## config.mk

```make
export PLATFORM = sky130hd
export DESIGN_NAME = irqg_ctrl
export DESIGN_NICKNAME = d
export VERILOG_FILES = /design/src/rtl/irqg_pkg.sv /design/src/rtl/irqg_en_reg.sv /design/src/rtl/irqg_pend_bank.sv /design/src/rtl/irqg_req_out.sv /design/src/rtl/irqg_ctrl.sv
export SDC_FILE = /design/constraint.sdc
export NUM_CORES = 1
export LEC_CHECK = 0
export ABC_CLOCK_PERIOD_IN_PS = 2200
export BUFFER_PORTS_ARGS = -buffer_cell sky130_fd_sc_hd__buf_2
export CAP_MARGIN = 20
export CORE_MARGIN = 2
export CORE_UTILIZATION = 30
export CTS_CLUSTER_DIAMETER = 200
export CTS_CLUSTER_SIZE = 24
export DETAILED_ROUTE_END_ITERATION = 8
export PLACE_DENSITY = 0.59
export SLEW_MARGIN = 25
export SYNTH_ARGS = -nofsm -noshare
export SYNTH_HDL_FRONTEND = slang
export SYNTH_HIERARCHICAL = 1
export SYNTH_SLANG_ARGS = --single-unit
export TNS_END_PERCENT = 5
```

## constraint.sdc

```tcl
create_clock -name clk -period 2.2 [get_ports clk]
set_clock_uncertainty 0.2 [all_clocks]
set_input_delay 0.55 -clock clk [delete_from_list [all_inputs] [get_ports clk]]
set_output_delay 0.55 -clock clk [all_outputs]
set_load 0.1 [all_outputs]
```

## src/rtl/irqg_pkg.sv

```systemverilog
package irqg_pkg;

  localparam int unsigned IRQG_AW = 2;

  typedef enum logic [IRQG_AW-1:0] {
    REG_PEND   = 2'd0,
    REG_CAP_EN = 2'd1,
    REG_LINE_EN = 2'd2,
    REG_UNUSED = 2'd3
  } irqg_reg_e;

endpackage

```

## src/rtl/irqg_en_reg.sv

```systemverilog
module irqg_en_reg #(
  parameter int unsigned          N   = 16,
  parameter irqg_pkg::irqg_reg_e  SEL = irqg_pkg::REG_CAP_EN
) (
  input  logic                          clk,
  input  logic                          rst_n,
  input  logic                          wr_en,
  input  logic [irqg_pkg::IRQG_AW-1:0]  wr_addr,
  input  logic [N-1:0]                  wr_data,
  output logic [N-1:0]                  q
);

  logic hit;
  assign hit = wr_en && (wr_addr == SEL);

  always_ff @(posedge clk) begin
    if (!rst_n)   q <= '0;
    else if (hit) q <= wr_data;
  end

  a_r10_en_write: assert property (@(posedge clk) disable iff (!rst_n)
    hit |=> (q == $past(wr_data)));

  a_r10_en_hold: assert property (@(posedge clk) disable iff (!rst_n)
    !hit |=> $stable(q));

endmodule

```

## src/rtl/irqg_pend_bank.sv

```systemverilog
module irqg_pend_bank #(
  parameter int unsigned N = 16
) (
  input  logic         clk,
  input  logic         rst_n,
  input  logic [N-1:0] evt,
  input  logic [N-1:0] cap_en,
  input  logic         clr_stb,
  input  logic [N-1:0] clr_mask,
  output logic [N-1:0] pend
);

  // Set wins over clear: an event in the clear cycle is not lost.
  function automatic logic next_bit(input logic cur, input logic set, input logic clr);
    return set | (cur & ~clr);
  endfunction

  logic [N-1:0] set_hit;
  logic [N-1:0] clr_hit;

  assign set_hit = evt & cap_en;
  assign clr_hit = clr_stb ? clr_mask : '0;

  for (genvar i = 0; i < N; i++) begin : g_bit
    always_ff @(posedge clk) begin
      if (!rst_n) pend[i] <= 1'b0;
      else        pend[i] <= next_bit(pend[i], set_hit[i], clr_hit[i]);
    end
  end

  a_r2_capture: assert property (@(posedge clk) disable iff (!rst_n)
    (|set_hit) |=> ((pend & $past(set_hit)) == $past(set_hit)));

  a_r3_no_spurious_set: assert property (@(posedge clk) disable iff (!rst_n)
    1'b1 |=> ((pend & ~$past(pend) & ~$past(evt & cap_en)) == '0));

  a_r7_clear: assert property (@(posedge clk) disable iff (!rst_n)
    clr_stb |=> ((pend & $past(clr_mask & ~(evt & cap_en))) == '0));

  a_r7_zero_keeps: assert property (@(posedge clk) disable iff (!rst_n)
    clr_stb |=> ((pend & $past(~clr_mask)) == ($past(pend | (evt & cap_en)) & $past(~clr_mask))));

endmodule

```

## src/rtl/irqg_req_out.sv

```systemverilog
module irqg_req_out #(
  parameter int unsigned N = 16
) (
  input  logic         clk,
  input  logic         rst_n,
  input  logic [N-1:0] pend,
  input  logic [N-1:0] cap_en,
  input  logic [N-1:0] line_en,
  output logic         irq
);

  function automatic logic any_live(input logic [N-1:0] p, input logic [N-1:0] c,
                                    input logic [N-1:0] l);
    return |(p & c & l);
  endfunction

  logic live;
  assign live = any_live(pend, cap_en, line_en);

  always_ff @(posedge clk) begin
    if (!rst_n) irq <= 1'b0;
    else        irq <= live;
  end

  a_r4_raise: assert property (@(posedge clk) disable iff (!rst_n)
    live |=> irq);

  a_r4_drop: assert property (@(posedge clk) disable iff (!rst_n)
    !live |=> !irq);

  a_r5_cap_gate: assert property (@(posedge clk) disable iff (!rst_n)
    ((pend & cap_en) == '0) |=> !irq);

endmodule

```

## src/rtl/irqg_ctrl.sv

```systemverilog
module irqg_ctrl #(
  parameter int unsigned N = 16
) (
  input  logic                          clk,
  input  logic                          rst_n,
  input  logic [N-1:0]                  evt_i,
  input  logic                          wr_en_i,
  input  logic [irqg_pkg::IRQG_AW-1:0]  wr_addr_i,
  input  logic [N-1:0]                  wr_data_i,
  input  logic [irqg_pkg::IRQG_AW-1:0]  rd_addr_i,
  output logic [N-1:0]                  rd_data_o,
  output logic                          irq_o
);
  import irqg_pkg::*;

  logic [N-1:0] cap_en;
  logic [N-1:0] line_en;
  logic [N-1:0] pend;
  logic         clr_stb;

  assign clr_stb = wr_en_i && (wr_addr_i == REG_PEND);

  irqg_en_reg #(.N(N), .SEL(REG_CAP_EN)) u_cap_en (
    .clk(clk), .rst_n(rst_n), .wr_en(wr_en_i), .wr_addr(wr_addr_i),
    .wr_data(wr_data_i), .q(cap_en)
  );

  irqg_en_reg #(.N(N), .SEL(REG_LINE_EN)) u_line_en (
    .clk(clk), .rst_n(rst_n), .wr_en(wr_en_i), .wr_addr(wr_addr_i),
    .wr_data(wr_data_i), .q(line_en)
  );

  irqg_pend_bank #(.N(N)) u_pend (
    .clk(clk), .rst_n(rst_n), .evt(evt_i), .cap_en(cap_en),
    .clr_stb(clr_stb), .clr_mask(wr_data_i), .pend(pend)
  );

  irqg_req_out #(.N(N)) u_req (
    .clk(clk), .rst_n(rst_n), .pend(pend), .cap_en(cap_en),
    .line_en(line_en), .irq(irq_o)
  );

  always_comb begin
    case (rd_addr_i)
      REG_PEND:    rd_data_o = pend;
      REG_CAP_EN:  rd_data_o = cap_en;
      REG_LINE_EN: rd_data_o = line_en;
      default:     rd_data_o = '0;
    endcase
  end

  a_r1_reset_quiet: assert property (@(posedge clk)
    !rst_n |=> (!irq_o && pend == '0 && cap_en == '0 && line_en == '0));

  a_r10_unused_read: assert property (@(posedge clk) disable iff (!rst_n)
    (rd_addr_i == REG_UNUSED) |-> (rd_data_o == '0));

endmodule

```

=== Word level (Yosys, flattened, before mapping) ===
Index checks and enable logic that the tools add are counted.

* Equality and inequality tests: 4
* Multiplexer cells: 2
* Bitwise logic cells: 51
* Reductions and logical operators: 6

{| class="wikitable"
|+ Operators by type and width
! cell !! number
|-
| bitwise AND 16 bit || 3
|-
| case mux 16 bit (3 select lines) || 1
|-
| bitwise AND 1 bit || 16
|-
| two-way mux 16 bit || 1
|-
| NOT 1 bit || 16
|-
| bitwise OR 1 bit || 16
|-
| OR reduction 16 bit || 1
|-
| == test 2 x 1 -> 1 bit, second input constant || 2
|-
| == test 2 bit, second input constant || 2
|-
| logical NOT 2 bit || 2
|-
| logical AND 1 bit || 3
|}

* Register bits after elaboration: 49
* Input port bits: 39
* Output and inout bits: 17
* Word-level logic and storage cells: 82

=== Logic depth before layout (Yosys ltp) ===
* Depth in word-level cells: 6
* Mapped depth: 5
* Depth with buffers taken out: 4

=== Modules after synthesis ===
The synthesis kept the hierarchy.

{| class="wikitable"
|+ Modules (own cells, without submodules)
! module !! times used !! cells each !! area an instance (sq um) !! sequential area each (sq um)
|-
| irqg_en_reg || 2 || 70 || 654.4 || 320.3
|-
| irqg_pend_bank || 1 || 69 || 669.4 || 320.3
|-
| irqg_ctrl || 1 || 40 || 389.1 || 0.0
|-
| irqg_req_out || 1 || 22 || 137.6 || 20.0
|}

=== Worst setup path before layout ===
No wires, ideal clock.

* Path kind: input to output
* From: input rd_addr_i[1] (netlist name)
* To: output rd_data_o[10]
* Data arrival time: 2401 ps
* Required time: 1450 ps
* Slack: -951 ps
* Stages: 4
* Buffers on the path: 2
* Cells stage by stage: buf_6 -> buf_8 -> mux2i_1 -> o2bb2ai_1

* Cells in the longest elaborated chain, start to end: 2
* Elaborated cells between the ends (all ways): 4
* Those cells by class: 2 x eq/ne; 1 x mux; 1 x reduce/logical

{| class="wikitable"
|+ RTL lines
! what !! line !! RTL
|-
| from (decl) || irqg_ctrl.sv:10 || <nowiki>input logic [irqg_pkg::IRQG_AW-1:0] rd_addr_i,</nowiki>
|-
| == test 2 bit (tied with other cells) || irqg_ctrl.sv:44 || <nowiki>case (rd_addr_i)</nowiki>
|-
| case mux 16 bit (3 select lines) * || irqg_ctrl.sv:44 ||
|-
| to (decl) || irqg_ctrl.sv:11 || <nowiki>output logic [N-1:0] rd_data_o,</nowiki>
|}

Mark *: on every way between the ends. The rest lies on a longest branch, timed or not.

=== Worst setup path after layout ===
* From: input rd_addr_i[1] (netlist name)
* To: output rd_data_o[12]

The elaborated chain is that of the path after synthesis.

==> results.sh <==
export IMPL_status="complete, no violations"
export IMPL_irDropWorstVdd_uv=311
export IMPL_worst_path_buf_inv=3
export IMPL_drv_cap=0
export IMPL_crit_type="in -> out"
export IMPL_synth_cell_types=20
export IMPL_cts_tree="done"
export IMPL_routabilityCongestion=0.746
export IMPL_synth_area_leaders="dfxtp_1 39%, mux2i_1 19%, nand2_1 12%"
export IMPL_cts_buffers=5
export IMPL_insertion_delay_ps=290
export IMPL_ys_ff_latch=49
export IMPL_wl_per_cell_um=14.6
export IMPL_nets=365
export IMPL_grt_antenna_before_repair=0
export IMPL_grt_use_total_pct=15.0
export IMPL_die_area_sq_mm=0.00910
export IMPL_path_delay_family="buffers and inverters"
export IMPL_drv_slew=0
export IMPL_avgViaCountPerCell=4.77
export IMPL_fill_cells=792
export IMPL_postSynthCellCount=271
export IMPL_clkSlewWorstSetupHoldPaths_ps=80
export IMPL_slowest_delay_ps=280
export IMPL_p_int_w=0.00128
export IMPL_final_antenna_net_count=0
export IMPL_synth_common_cells="80 x nand2_1, 49 x dfxtp_1, 48 x mux2i_1"
export IMPL_placed_cells_incl_taps=424
export IMPL_fin_hold_ws_ps=275
export IMPL_hold_buffers=0
export IMPL_leakagePower_nw=1.37
export IMPL_power_density_mw_per_mm2=515
export IMPL_grt_max_degree=86
export IMPL_drc_errors=0
export IMPL_async_flop_share_pct=0
export IMPL_rsz0062_at_grt="true"
export IMPL_r2r_start="u_cap_en/q[13]"
export IMPL_synth_seq_area_share_pct=39.2
export IMPL_die_h_um=95.4
export IMPL_fin_crit_sh_pct=99.8
export IMPL_power_switching_w=0.000523
export IMPL_slew_headroom_pct=68.0
export IMPL_pin_count=56
export IMPL_cp_start_kind="primary input"
export IMPL_worstMarginPinSlew_ps=484
export IMPL_clkPwrFrac_pct=28.7
export IMPL_synth_nets=310
export IMPL_grt_pass1_vias=2153
export IMPL_hold_violations=0
export IMPL_worstHoldStart="u_line_en/q[4]"
export IMPL_min_to="u_line_en/q[4]"
export IMPL_fin_cells=432
export IMPL_path_max_fanout=6
export IMPL_setup_viol=0
export IMPL_yosys_most_used_dff="dfxtp_1"
export IMPL_crit_arrival_ps=1450
export IMPL_r2r_end="u_req/irq"
export IMPL_first_pass_iters=4
export IMPL_synth_top_cell_area_share_pct=39.2
export IMPL_ys_warn_count=6
export IMPL_synthesis_area_sq_mm=0.00250
export IMPL_cp_cell_sequence="clkbuf_4, buf_6, mux2i_2, o2bb2ai_4, buf_12"
export IMPL_htree_levels=2
export IMPL_core_region_area_sq_mm=0.00813
export IMPL_seq_power_share_pct=52.4
export IMPL_vias=2061
export IMPL_r2r_cells=4
export IMPL_dieWidth_um=95.4
export IMPL_clock_fmax_mhz=455
export IMPL_grt_pass1_wl_um=10400
export IMPL_worstHoldPathType="reg -> reg"
export IMPL_power_share_combinational_pct=18.9
export IMPL_initial_core_util_pct=30.8
export IMPL_syn_area_per_cell_sq_um=9.24
export IMPL_cp_required_ps=1450
export IMPL_cp_end_kind="output port"
export IMPL_period_minus_slack_ps=2200
export IMPL_wirelength_um=6330
export IMPL_post_synth_top_area_cell="dfxtp_1"
export IMPL_io_buffers=55
export IMPL_holdPathStages=2
export IMPL_synth_edff_count=0
export IMPL_p_sw_share_pct=29.0
export IMPL_hpwl_um=4560
export IMPL_drive_gt1_share_pct=32.1
export IMPL_cts_buffer_depth=2
export IMPL_area_delta_synth_final_pct=39.6
export IMPL_antenna_cells=0
export IMPL_grt_overflow_total=0
export IMPL_slowest_stage="mux2i_2"
export IMPL_reg2reg_slack_ps=650
export IMPL_rows=33
export IMPL_yosysMostFrequentCell="nand2_1"
export IMPL_cts_root_buf="clkbuf_8"
export IMPL_cts_sinks=49
export IMPL_drtIter0Drc=75
final cells by class:
type	instances	area, sq um	share of cell area (%)
multi-input combinational	201	1640	47.0
clock inverter	2	10.0	0.286
clock buffer	6	72.6	2.08
tap	105	131	3.76
timing repair buffer	69	659	18.9
sequential	49	981	28.1
worst min-delay path, cell delays in order, from the launching register on:
cell     delay, ps
dfxtp_1        330
nand2_1         60
mux2i_1         50
cell usage in the layout (no fill, tap or decap), types with 3 or more instances in the layout:
cell type and instances:
nand3_1 15, buf_12 18, buf_6 3, clkbuf_8 5, nand4_1 3, mux2i_1 40, buf_2 38, mux2i_4 6
and3_1 17, o2bb2ai_4 11, a31o_2 3, a31o_1 13, nand2_1 80, buf_4 9, dfxtp_1 49, o2bb2ai_2 5
cells by family (layout without fill, tap and decap cells):
group | Yosys count | after routing | synth area share (%)
and+or+nand+nor | 119 | 119 | 21.5
DFF | 49 | 49 | 39.2
muxes | 48 | 48 | 19.2
AOI/OAI and AO/OA | 34 | 34 | 11.9
buffers and inverters | 21 | 77 | 8.24
registers in the layout, indices dropped and copies added, names as in the netlist:
| register | cells |
|---|---|
| u_req/irq | 1 |
| u_line_en/q | 16 |
| u_pend/pend | 16 |
| u_cap_en/q | 16 |
how the worst max path moves through the flow:
stage                     slack (ps)          from             to  depth (start not counted)
after floorplan                 -220  rd_addr_i[1]  rd_data_o[15]                          3
after global placement            -7  rd_addr_i[1]   rd_data_o[9]                          6
after detailed placement         -30  rd_addr_i[1]   rd_data_o[6]                          5
after CTS                        -10  rd_addr_i[1]   rd_data_o[6]                          5
after global routing             -10  rd_addr_i[1]   rd_data_o[9]                          6
final                              4  rd_addr_i[1]  rd_data_o[12]                          5
metrics by stage:
step	util [%]	power, W	TNS [ps]	cell area [sq um]	setup slack, ps
floorplan	-	0.00118	-2440	2740	-218
global placement	40.8	0.00129	-13.0	3320	-7.15
detailed placement	40.8	0.00129	-98.8	3320	-29.9
CTS	42.2	0.00182	-18.9	3430	-9.79
global route	43.0	0.00189	-80.0	3500	-14.6
finish	43.0	0.00180	0	3500	3.88
power by group through the flow:
stage / combinational [W] / sequential, W / clock [W]
6_report: 0.000341 / 0.000944 / 0.000516
2_1_floorplan: 0.000227 / 0.000955 / 0
5_1_grt: 0.000367 / 0.000949 / 0.000574
3_3_place_gp: 0.000327 / 0.000960 / 0
3_5_place_dp: 0.000332 / 0.000962 / 0
4_1_cts: 0.000337 / 0.000942 / 0.000540
metal layers:
layer	up-vias	GRT usage (%)	share of wire, %
met5	-	0	0
met4	0	4.29	0.95
met3	5	2.37	3.2
met2	33	27.3	52
met1	956	18.1	44
li1	1067	-	-
timing repair:
action,CTS,global route
pin swaps,1,1
resized for setup,8,10
setup endpoints to repair,9,14
setup buffers,0,0
No activity file was read; power rests on OpenSTA's default activity.
